## src/rtl/spi_rd_pkg.sv

```systemverilog
package spi_rd_pkg;

    typedef enum logic [1:0] {
        ST_IDLE = 2'd0,
        ST_XFER = 2'd1,
        ST_GAP  = 2'd2
    } rd_state_t;

    typedef struct packed {
        logic [7:0] opcode;
        logic       addr4;
        logic [2:0] dummies;
        logic       hold_off;
    } rd_cfg_t;

    // Decode one control word; plain read mode (mode field 0) drops dummies.
    function automatic rd_cfg_t decode_ctrl(input logic [31:0] w);
        rd_cfg_t c;
        c.opcode   = w[23:16];
        c.addr4    = w[13];
        c.dummies  = (w[1:0] == 2'd0) ? 3'd0 : {w[14], w[7:6]};
        c.hold_off = w[2];
        return c;
    endfunction

    // Byte sent at position idx of a transaction.
    function automatic logic [7:0] tx_byte(input logic [4:0] idx, input rd_cfg_t c,
                                           input logic [31:0] addr);
        logic [4:0] alen;
        logic [4:0] shift;
        alen = c.addr4 ? 5'd4 : 5'd3;
        if (idx == 5'd0) begin
            return c.opcode;
        end else if (idx <= alen) begin
            shift = alen - idx;
            return 8'(addr >> {shift, 3'b000});
        end else if (idx <= alen + 5'(c.dummies)) begin
            return 8'hFF;
        end
        return 8'h00;
    endfunction

endpackage

```

## src/rtl/spi_sck_div.sv

```systemverilog
module spi_sck_div #(
    parameter int DIV_LOG2 = 2
) (
    input  logic clk,
    input  logic rst_n,
    input  logic run,
    output logic sck_lvl,
    output logic rise_tick,
    output logic fall_tick,
    output logic phase_start
);
    localparam int HALF = 2 ** (DIV_LOG2 - 1);

    logic [DIV_LOG2-1:0] cnt;

    always_ff @(posedge clk or negedge rst_n) begin
        if (!rst_n)   cnt <= '0;
        else if (run) cnt <= cnt + 1'b1;
        else          cnt <= '0;
    end

    assign sck_lvl     = cnt[DIV_LOG2-1];
    assign rise_tick   = run && (cnt == DIV_LOG2'(HALF - 1));
    assign fall_tick   = run && (&cnt);
    assign phase_start = (cnt == '0);
endmodule

```

## src/rtl/spi_byte_shift.sv

```systemverilog
module spi_byte_shift (
    input  logic       clk,
    input  logic       rst_n,
    input  logic       load,
    input  logic [7:0] load_byte,
    input  logic       shift_out,
    input  logic       sample,
    input  logic       miso,
    output logic       mosi,
    output logic [7:0] rx_next
);
    logic [7:0] tx_sr;
    logic [7:0] rx_sr;

    always_ff @(posedge clk or negedge rst_n) begin
        if (!rst_n)         tx_sr <= '0;
        else if (load)      tx_sr <= load_byte;
        else if (shift_out) tx_sr <= {tx_sr[6:0], 1'b0};
    end

    always_ff @(posedge clk or negedge rst_n) begin
        if (!rst_n)      rx_sr <= '0;
        else if (sample) rx_sr <= rx_next;
    end

    assign mosi    = tx_sr[7];
    assign rx_next = {rx_sr[6:0], miso};
endmodule

```

## src/rtl/spi_flash_rd_engine.sv

```systemverilog
module spi_flash_rd_engine
    import spi_rd_pkg::*;
#(
    parameter int NUM_CS       = 2,
    parameter int CLK_DIV_LOG2 = 2,
    localparam int CS_W        = (NUM_CS > 1) ? $clog2(NUM_CS) : 1
) (
    input  logic                 clk,
    input  logic                 rst_n,
    input  logic                 req_valid,
    output logic                 req_ready,
    input  logic [CS_W-1:0]      req_cs,
    input  logic [31:0]          req_addr,
    input  logic [1:0]           req_size,
    input  logic [NUM_CS*32-1:0] ctrl_regs,
    output logic                 rsp_valid,
    output logic [31:0]          rsp_data,
    output logic                 sck,
    output logic [NUM_CS-1:0]    cs_n,
    output logic                 mosi,
    input  logic                 miso
);
    rd_state_t  state, state_nx;
    rd_cfg_t    cfg_q, req_cfg;
    logic [31:0] addr_q;
    logic [CS_W-1:0] cs_q;
    logic [2:0] bit_idx;
    logic [4:0] byte_idx, data_start, last_idx;
    logic [31:0] word_q;
    logic       accept, end_byte, last_byte;
    logic       sck_lvl, rise_tick, fall_tick, phase_start;
    logic [7:0] rx_next, load_byte;
    logic [4:0] data_pos;

    assign req_cfg = decode_ctrl(ctrl_regs[32*req_cs +: 32]);
    assign accept  = (state == ST_IDLE) && req_valid;

    spi_sck_div #(.DIV_LOG2(CLK_DIV_LOG2)) div_i (
        .clk(clk), .rst_n(rst_n), .run(state != ST_IDLE),
        .sck_lvl(sck_lvl), .rise_tick(rise_tick), .fall_tick(fall_tick),
        .phase_start(phase_start)
    );

    assign end_byte  = (state == ST_XFER) && fall_tick && (bit_idx == 3'd7);
    assign last_byte = (byte_idx == last_idx);
    assign load_byte = accept ? req_cfg.opcode : tx_byte(byte_idx + 5'd1, cfg_q, addr_q);

    spi_byte_shift sh_i (
        .clk(clk), .rst_n(rst_n),
        .load(accept || (end_byte && !last_byte)), .load_byte(load_byte),
        .shift_out((state == ST_XFER) && fall_tick),
        .sample((state == ST_XFER) && rise_tick),
        .miso(miso), .mosi(mosi), .rx_next(rx_next)
    );

    // State register.
    always_ff @(posedge clk or negedge rst_n) begin
        if (!rst_n) state <= ST_IDLE;
        else        state <= state_nx;
    end

    always_comb begin
        state_nx = state;
        unique case (state)
            ST_IDLE: if (accept)                  state_nx = ST_XFER;
            ST_XFER: if (end_byte && last_byte)   state_nx = ST_GAP;
            ST_GAP:  if (fall_tick)               state_nx = ST_IDLE;
            default:                              state_nx = ST_IDLE;
        endcase
    end

    // Transaction bookkeeping.
    assign data_pos = byte_idx - data_start;

    always_ff @(posedge clk or negedge rst_n) begin
        if (!rst_n) begin
            cfg_q      <= '0;
            addr_q     <= '0;
            cs_q       <= '0;
            bit_idx    <= '0;
            byte_idx   <= '0;
            data_start <= '0;
            last_idx   <= '0;
            word_q     <= '0;
        end else if (accept) begin
            cfg_q      <= req_cfg;
            addr_q     <= req_addr;
            cs_q       <= req_cs;
            bit_idx    <= '0;
            byte_idx   <= '0;
            data_start <= 5'd1 + (req_cfg.addr4 ? 5'd4 : 5'd3) + 5'(req_cfg.dummies);
            last_idx   <= 5'd1 + (req_cfg.addr4 ? 5'd4 : 5'd3) + 5'(req_cfg.dummies)
                          + 5'(req_size);
            word_q     <= '0;
        end else if (state == ST_XFER) begin
            if (rise_tick && bit_idx == 3'd7 && byte_idx >= data_start)
                word_q[{data_pos[1:0], 3'b000} +: 8] <= rx_next;
            if (fall_tick) begin
                bit_idx <= bit_idx + 3'd1;
                if (bit_idx == 3'd7) byte_idx <= byte_idx + 5'd1;
            end
        end
    end

    // Outputs.
    always_comb begin
        req_ready = (state == ST_IDLE);
        sck       = (state == ST_XFER) && sck_lvl;
        rsp_valid = (state == ST_GAP) && phase_start;
        rsp_data  = word_q;
    end

    for (genvar k = 0; k < NUM_CS; k++) begin : g_cs
        assign cs_n[k] = !((state == ST_XFER) && (cs_q == CS_W'(k)) && !cfg_q.hold_off);
    end
endmodule

```

## config.mk

```make
export PLATFORM = sky130hd
export DESIGN_NAME = spi_flash_rd_engine
export DESIGN_NICKNAME = d
export VERILOG_FILES = /design/src/rtl/spi_rd_pkg.sv /design/src/rtl/spi_sck_div.sv /design/src/rtl/spi_byte_shift.sv /design/src/rtl/spi_flash_rd_engine.sv
export SDC_FILE = /design/constraint.sdc
export NUM_CORES = 1
export LEC_CHECK = 0
export ABC_AREA = 1
export BUFFER_PORTS_ARGS = -buffer_cell sky130_fd_sc_hd__buf_2
export CAP_MARGIN = 20
export CORE_MARGIN = 8
export CORE_UTILIZATION = 60
export CTS_BUF_LIST = sky130_fd_sc_hd__clkbuf_16
export DETAILED_ROUTE_END_ITERATION = 12
export PLACE_DENSITY_LB_ADDON = 0.25
export SYNTH_ARGS = -nofsm -noshare
export SYNTH_HDL_FRONTEND = slang
export SYNTH_HIERARCHICAL = 1
export SYNTH_SLANG_ARGS = --single-unit
```

## constraint.sdc

```tcl
create_clock -name clk -period 4.9 [get_ports clk]
set_clock_uncertainty 0.15 [all_clocks]
set_input_delay 0.245 -clock clk [delete_from_list [all_inputs] [get_ports clk]]
set_output_delay 0.245 -clock clk [all_outputs]
set_load 0.02 [all_outputs]
```

==> results of run 1 <==
## layer usage
metal  GRT usage, %  routed length, µm  vias to the layer above
li1               -                  -                     3226
met2           39.2               8450                      244
met5              0                  0                        -
met3           5.89               1330                       37
met4           9.90                378                        0
met1           33.0               7830                     3032
## repair_timing
| item | in CTS | in global routing |
|---|---|---|
| hold buffers | 38 | 0 |
| buffers inserted | 0 | 0 |
| endpoints found under the hold margin | 102 | 0 |
## worst max-delay path, cell delays in order, from the launching register on
cell	delay (ps)
dfrtp_1	420
nor2_1	130
nand2_4	70
buf_4	760
inv_2	520
buf_4	410
nor2_1	130
a31oi_1	50
dlygate4sd3_1	580
## logic make-up after synthesis
family          after synthesis
buf+inv                     126
flops                       114
fa+ha+maj                    34
simple gates                581
xor+xnor                      4
compound gates               72
## stage by stage
stage / power [mW] / hold WS, ps / instance area [µm²]
4_1_cts: 2.24 / 7.94 / 8320
5_1_grt: 2.30 / 54.3 / 8320
3_5_place_dp: 1.09 / 241 / 7390
6_report: 2.24 / 12.4 / 8320
3_3_place_gp: 1.09 / 247 / 7390
2_1_floorplan: 1.03 / -201 / 6850
## cell usage in the layout (no fill, tap or decap), drive strengths merged, types with 8 or more instances in the layout
cell / count
nand3: 75
nor2: 94
dlygate4sd3: 38
ha: 30
nand2: 357
a21oi: 11
buf: 111
inv: 87
nor3: 20
dfrtp: 114
o21ai: 50
nand4: 31
clkinv: 8
clkbuf: 17
## state kept, by name (all words and copies together) (netlist names)
signal	cells
addr_q	32
rsp_data	32
cfg_q	13
sh_i/tx_sr	8
sh_i/rx_sr	7
byte_idx	5
last_idx	5
data_start	4
bit_idx	3
div_i/cnt	2
state	2
cs_q	1
## Yosys cell counts (all sizes together)
library cell  count
nand3b            1
a21oi            11
o2111ai           1
and3              1
inv              85
o211ai            1
or2               1
o221ai            1
buf              30
ha               30
nand4            31
nor2             94
nor3             20
clkbuf           11
or3               1
fa                4
xnor2             4
o22ai             4
a22o              2
nand2           357
a21boi            1
dfrtp           114
o21ai            50
nand3            75
a31oi             1
## cell type report
type | instances | area [µm²] | area share [%]
clock buffer | 17 | 425 | 5.12
timing repair buffer | 149 | 951 | 11.4
inverter | 85 | 319 | 3.84
tap | 143 | 179 | 2.15
clock inverter | 15 | 116 | 1.40
sequential | 114 | 2850 | 34.3
multi-input combinational | 691 | 3470 | 41.8
## power by group through the flow
stage	combinational, mW	clock (mW)	sequential, mW
floorplan	0.0526	0	0.972
global placement	0.119	0	0.970
detailed placement	0.120	0	0.970
CTS	0.145	1.14	0.954
global route	0.163	1.18	0.954
finish	0.146	1.14	0.954
## final timing paths
check | from | end | slack [ps] | cells past startpoint
worst max-delay path | state[1] | cfg_q[0] | 1510 | 8
worst min-delay path | ctrl_regs[54] | cfg_q[11] | 10 | 5
worst max register to register | state[1] | cfg_q[0] | 1510 | 8
worst min register to register | sh_i/tx_sr[0] | sh_i/tx_sr[0] | 320 | 2
max in group asynchronous | rst_n | rsp_data[11] | 3130 | 3
min in group asynchronous | rst_n | addr_q[8] | 350 | 2
==> impl_metrics.tcl, run 1 <==
set metrics [dict create \
    outcome "finished clean" \
    wl_mm 18.0 \
    place_congestion 0.916 \
    first_iter_violations 626 \
    arrival_ps 3540 \
    synth_xor_area_share_pct 0.511 \
    grt_pass1_wl_mm 29.9 \
    cts-root-buf "clkbuf_16" \
    start_kind "flip-flop" \
    power_switching_share_pct 23.9 \
    synth.net_count 1068 \
    crit_type "reg2reg" \
    rows 39 \
    hold_class "in2reg" \
    cap_violations 0 \
    grt.total_usage_pct 25.0 \
    avgSynthCellArea_um2 7.36 \
    finalHoldViolCount 0 \
    yosys_warnings 6 \
    tightest_slew_ps 990 \
    rsz0062_at_grt "false" \
    peakVddDrop_mv 0.269 \
    yosys.area_share.simple_pct 37.6 \
    ctsLongestPathBuffers 2 \
    fmax_ghz 0.295 \
    antenna_found_initial 0 \
    synth_area_um2 6850 \
    fin_crit_ps 3390 \
    synth_seq_area_share_pct 41.6 \
    die_area_um2 15100 \
    drtPass1Iterations 6 \
    syn_inst 931 \
    place_inst 1144 \
    via_per_inst 5.39 \
    fillers 849 \
    synth.mux.area_fraction_pct 0 \
    fin_ws_ps 1510 \
    ys_ff_latch 114 \
    setup_tns_ps 0 \
    finalNetCount 1195 \
    clock-sinks 114 \
    drc 0 \
    grt_pass1_vias 6240 \
    switchingPower_mw 0.535 \
    synthTopCellsByArea "dfrtp_1 42%, nand2_1 19%, ha_1 5.5%" \
    combinationalPowerShare_pct 6.5 \
    dp_slack_ps 1350 \
    via_count 6539 \
    end_kind "flip-flop" \
    area_growth_pct 21.4 \
    core-area_um2 11300 \
    num_io_pins 141 \
    synth-compound-area-share_pct 5.81 \
    synth_top_family_by_area "simple AND/OR/NAND/NOR gates" \
    grt_overflow 0 \
    utilization_pct 73.8 \
    seqPwrFrac_pct 42.6 \
    postCtsResizedCells 0 \
    path_max_fanout 93 \
    ant_nets 0 \
    setup_viol 0 \
    cellPowerDensity_nw_per_um2 269 \
    cts_buffers 17 \
    synth_fa_ha_area_share_pct 6.65 \
    layout-drive-gt1-share_pct 16.4 \
    worst_ep_required_time_ps 5050 \
    layout.cells.non_filler 1214 \
    path_clk_slew_ps 60 \
    internal_power_mw 1.70 \
    clkLatencyLatePin_ps 420 \
    die_y_um 123 \
    power_leakage_nw 4.32 \
    slew-limit-headroom_pct 34.0 \
    dp_hpwl_mm 12.1 \
    ys_types 39 \
    start_util_pct 60.8 \
    die_w_um 123 \
    synth.top_cell.area_share_pct 41.6 \
    htreeDepth 4 \
    pwr-share-clk_pct 50.8 \
    slew_viol_final 0 \
    io_buffer_count 106 \
    wire_per_inst_um 14.8 \
    grt_max_degree 94 \
    synth_area_leader_cell "dfrtp_1" \
    cts_tree "yes" \
    period_share_pct 69.2 \
    antennaDiodeCount 0 \
]
Power figures use the tool's default switching activity.
==> run 2: changes to the inputs <==
--- a/config.mk
+++ b/config.mk
@@ -9,7 +9,7 @@
 export BUFFER_PORTS_ARGS = -buffer_cell sky130_fd_sc_hd__buf_2
 export CAP_MARGIN = 20
 export CORE_MARGIN = 8
-export CORE_UTILIZATION = 60
+export CORE_UTILIZATION = 50
 export CTS_BUF_LIST = sky130_fd_sc_hd__clkbuf_16
 export DETAILED_ROUTE_END_ITERATION = 12
 export PLACE_DENSITY_LB_ADDON = 0.25
==> constraint.sdc (replaced) <==
create_clock -name clk -period 3.1 [get_ports clk]
set_clock_uncertainty 0.15 [all_clocks]
set_input_delay 0.155 -clock clk [delete_from_list [all_inputs] [get_ports clk]]
set_output_delay 0.155 -clock clk [all_outputs]
set_load 0.02 [all_outputs]
==> impl_metrics.tcl, run 2 (synthesis gave the netlist of run 1 again) <==
set metrics [dict create \
    first_iter_violations 468 \
    cts_buffers 17 \
    peakVddDrop_mv 0.366 \
    cap_violations 0 \
    slew_viol_final 0 \
    tightest_slew_ps 755 \
    slew-limit-headroom_pct 49.5 \
    cts_tree "yes" \
    outcome "finished clean" \
    start_kind "flip-flop" \
    startpoint "byte_idx[0]" \
    io_buffer_count 106 \
    grt_pass1_wl_mm 31.3 \
    start_util_pct 51.5 \
    min_from "ctrl_regs[6]" \
    setup_viol 0 \
    core-area_um2 13300 \
    crit_type "reg2reg" \
    worst_ep_required_time_ps 3300 \
    worst_hold_slack_ps 6.75 \
    die_area_um2 17700 \
    grt_max_degree 69 \
    cts-root-buf "clkbuf_16" \
    hold_class "in2reg" \
    clkLatencyLatePin_ps 410 \
    cellPowerDensity_nw_per_um2 422 \
    r2r_setup_slack_ps 220 \
    antenna_found_initial 0 \
    die_y_um 133 \
    fin_total_pwr_mw 3.69 \
    layout.cells.non_filler 1284 \
    via_per_inst 5.06 \
    drc 0 \
    ctsLongestPathBuffers 2 \
    via_count 6501 \
    grt.total_usage_pct 21.4 \
    grt_pass1_vias 6457 \
    rsz0062_at_grt "false" \
    layout-drive-gt1-share_pct 18.1 \
    grt_overflow 0 \
    place_congestion 0.856 \
    path_clk_slew_ps 60 \
    period_share_pct 93.0 \
    power_leakage_nw 4.52 \
    setup_tns_ps 0 \
    area_growth_pct 27.6 \
    rows 42 \
    finalNetCount 1232 \
    finalHoldViolCount 0 \
    final_common_cell "nand2_1" \
    place_inst 1196 \
    wl_mm 18.0 \
    wire_per_inst_um 14.0 \
    ant_nets 0 \
    fin_crit_ps 2880 \
    clock-sinks 114 \
    htreeDepth 4 \
    die_w_um 133 \
    post_cts_buffers 0 \
    dp_hpwl_mm 12.6 \
    r2r-start "byte_idx[0]" \
    arrival_ps 3080 \
    layout_common_cells "345 x nand2_1, 114 x dfrtp_1, 105 x buf_2" \
    fmax_ghz 0.347 \
    antennaDiodeCount 0 \
    end_kind "flip-flop" \
    path_max_fanout 15 \
    num_io_pins 141 \
    drtPass1Iterations 5 \
]
-- run 2: per-layer routing --
metal	vias up	wire [µm]	GRT usage (%)
li1	3308	-	-
met1	2993	8390	27.8
met2	169	8300	34.1
met3	31	953	5.87
met4	0	333	6.50
met5	-	0	0
-- run 2: area by class of cell --
type | count | area (µm²)
Sequential cell | 114 | 2850
Clock inverter | 15 | 158
Fill cell | 1158 | 4550
Tap cell | 176 | 220
Clock buffer | 17 | 425
Inverter | 85 | 319
Timing Repair Buffer | 186 | 1300
Multi-Input combinational cell | 691 | 3470
-- run 2: timing repair --
action / CTS / global route
endpoints found under the hold margin: 90 / 0
hold buffers: 56 / 0
resized for setup: 0 / 1
endpoints found under the setup margin: 0 / 1
-- run 2: where the power goes --
| part | switching (mW) | internal (mW) |
|---|---|---|
| sequential | 0.00945 | 1.50 |
| combinational | 0.130 | 0.129 |
| clock | 0.739 | 1.19 |
-- run 2: stage by stage --
step | cell area, µm² | utilization [%] | worst slack, ps
final | 8750 | 65.8 | 216
after floorplan | 6850 | - | 640
after CTS | 8750 | 65.8 | 237
after global routing | 8750 | 65.8 | 6.94
after detailed placement | 7600 | 57.2 | 291
after global placement | 7600 | 57.2 | 302
-- run 2: worst paths after layout --
| check | endpoint | cells past startpoint |
|---|---|---|
| setup reg to reg | sh_i/tx_sr[7] | 13 |
| setup / recovery | sh_i/tx_sr[7] | 13 |
| min in group asynchronous | cfg_q[9] | 2 |
| max in group asynchronous | rsp_data[21] | 3 |
| hold reg to reg | sh_i/tx_sr[7] | 2 |
| hold / removal | cfg_q[1] | 5 |
-- run 2: worst max-delay path, stage by stage (launching register included) --
cell	delay (ps)
dfrtp_1	460
ha_1	390
fa_1	590
buf_12	150
o21ai_0	90
o21ai_0	340
nand2_1	90
nor2_1	120
nand2_1	80
nand2_1	80
nand3_1	70
nand2_1	70
nand2_1	60
nand3_1	80
==> run 3: changes to the inputs <==
--- a/config.mk
+++ b/config.mk
@@ -11,8 +11,9 @@
 export CORE_MARGIN = 8
 export CORE_UTILIZATION = 50
 export CTS_BUF_LIST = sky130_fd_sc_hd__clkbuf_16
+export CTS_CLUSTER_DIAMETER = 30
 export DETAILED_ROUTE_END_ITERATION = 12
-export PLACE_DENSITY_LB_ADDON = 0.25
+export PLACE_DENSITY = 0.77
 export SYNTH_ARGS = -nofsm -noshare
 export SYNTH_HDL_FRONTEND = slang
 export SYNTH_HIERARCHICAL = 1
==> impl_metrics.tcl, run 3 (synthesis gave the netlist of run 1 again) <==
set metrics [dict create \
    crit_type "reg2reg" \
    path_max_fanout 8 \
    die_y_um 133 \
    path_cells "inv_1 > ha_1 > fa_1 > inv_1 > ha_1 > nand2_1 > inv_1 > nand4_1 > nor2_1 > nor2_4 > nand2_4 > nand3_1 > nand2_1 > nand2_1 > nand3_1" \
    die_area_um2 17700 \
    seqPwrFrac_pct 43.0 \
    ant_nets 0 \
    worst_ep_required_time_ps 3300 \
    pwr-share-clk_pct 49.6 \
    hold_class "in2reg" \
    finalHoldViolCount 0 \
    cts-root-buf "clkbuf_16" \
    area_growth_pct 26.0 \
    io_buffer_count 106 \
    critPathSlowestCell "dfrtp_1" \
    layout_common_cells "345 x nand2_1, 114 x dfrtp_1, 105 x buf_2" \
    start_util_pct 51.5 \
    clkLatencyLatePin_ps 420 \
    grt_pass1_vias 6500 \
    finalNetCount 1223 \
    dp_slack_ps 239 \
    antenna_found_initial 1 \
    drc 0 \
    cp_num_buf_inv 3 \
    rsz0062_at_grt "false" \
    internal_power_mw 2.70 \
    combinationalPowerShare_pct 7.4 \
    path_clk_slew_ps 50 \
    rows 42 \
    dp_hpwl_mm 12.3 \
    use_met3_pct 5.11 \
    switchingPower_mw 0.809 \
    slew-limit-headroom_pct 39.0 \
    met2_usage_pct 34.3 \
    grt.total_usage_pct 21.6 \
    power_switching_share_pct 23.1 \
    place_congestion 0.888 \
    cellPowerDensity_nw_per_um2 407 \
    drtPass1Iterations 6 \
    die_w_um 133 \
    period_share_pct 90.5 \
    final_common_cell "nand2_1" \
    fin_ws_ps 294 \
    arrival_ps 3010 \
    grt_pass1_wl_mm 31.2 \
    via_count 6623 \
    cts_buffers 17 \
    power_leakage_nw 4.46 \
    fillers 1135 \
    first_iter_violations 588 \
    core-area_um2 13300 \
    cp_slowest_stage_delay_ps 490 \
    ctsLongestPathBuffers 2 \
    wl_mm 18.2 \
    grt_max_degree 77 \
    busiest_layer "met2" \
    slew_viol_final 0 \
    cts_tree "yes" \
    setup_tns_ps 0 \
    outcome "finished clean" \
    met1_usage_pct 27.7 \
    wire_per_inst_um 14.3 \
    htreeDepth 4 \
    start_kind "flip-flop" \
    via_per_inst 5.19 \
    cap_violations 0 \
    layout-drive-gt1-share_pct 16.8 \
    num_io_pins 141 \
    end_kind "flip-flop" \
    peakVddDrop_mv 0.378 \
    fin_total_pwr_mw 3.51 \
    fmax_ghz 0.356 \
    fin_crit_ps 2810 \
    crit_family "adder cells" \
    clock-sinks 114 \
    setup_viol 0 \
    grt_overflow 0 \
    tightest_slew_ps 914 \
]
run 3: cell count changes in the layout (fill, tap and decap cells not counted), sizes merged:
cell / delta
bufinv: -1
diode: +2
dlygate4sd3: -1
buf: -8
clkinvlp: -3
clkinv: +7
inv: -3
run 3: path summary, 6_finish.rpt:
kind,startpoint,end,slack [ps],cells after the start
setup / recovery,cfg_q[4],sh_i/tx_sr[5],290,15
hold / removal,req_size[1],last_idx[1],7,4
setup reg to reg,cfg_q[4],sh_i/tx_sr[5],290,15
hold reg to reg,sh_i/tx_sr[7],sh_i/tx_sr[7],330,2
max in group asynchronous,rst_n,cfg_q[9],1920,3
min in group asynchronous,rst_n,addr_q[28],100,2
run 3: power by group through the flow:
stage               logic [mW]  registers, mW  clock network [mW]
CTS                      0.257           1.51                1.76
detailed placement       0.194           1.53                   0
floorplan               0.0831           1.54                   0
global placement         0.189           1.53                   0
global route             0.289           1.51                1.82
finish                   0.261           1.51                1.74
run 3: area by class of cell:
cell class                 instances  area (µm²)  share of cell area, %
antenna                            2        5.00                 0.0580
clock buffer                      17         425                   4.93
clock inverter                    15         101                   1.17
inverter                          85         319                   3.70
multi-input combinational        691        3480                   40.3
sequential                       114        2850                   33.0
tap                              176         220                   2.55
timing repair buffer             177        1230                   14.2
run 3: what timing repair did:
item / 4_1_cts / 5_1_grt
resized for setup: 0 / 2
hold buffers: 55 / 0
setup buffers: 0 / 0
endpoints found under the setup margin: 0 / 8
hold endpoints to repair: 83 / 0
run 3: per-stage QoR:
| stage | cell area [µm²] | utilization (%) | std cells | hold slack (ps) |
|---|---|---|---|---|
| 3_5_place_dp | 7540 | 56.7 | 1188 | 11.9 |
| 6_report | 8630 | 64.9 | 1277 | 6.90 |
| 3_3_place_gp | 7540 | 56.7 | 1188 | 13.7 |
| 2_1_floorplan | 6850 | - | 931 | -291 |
| 4_1_cts | 8620 | 64.8 | 1275 | 0.786 |
| 5_1_grt | 8630 | 64.9 | 1276 | 9.61 |
run 3: worst min-delay path: stages:
cell and delay [ps]:
buf_2 120, fa_1 160, nand2_1 50, nand2_1 50
run 3: metal layers:
layer	vias to the layer above	wire (µm)
li1	3294	-
met1	3056	8090
met2	225	8580
met3	48	1060
met4	0	505
met5	-	0
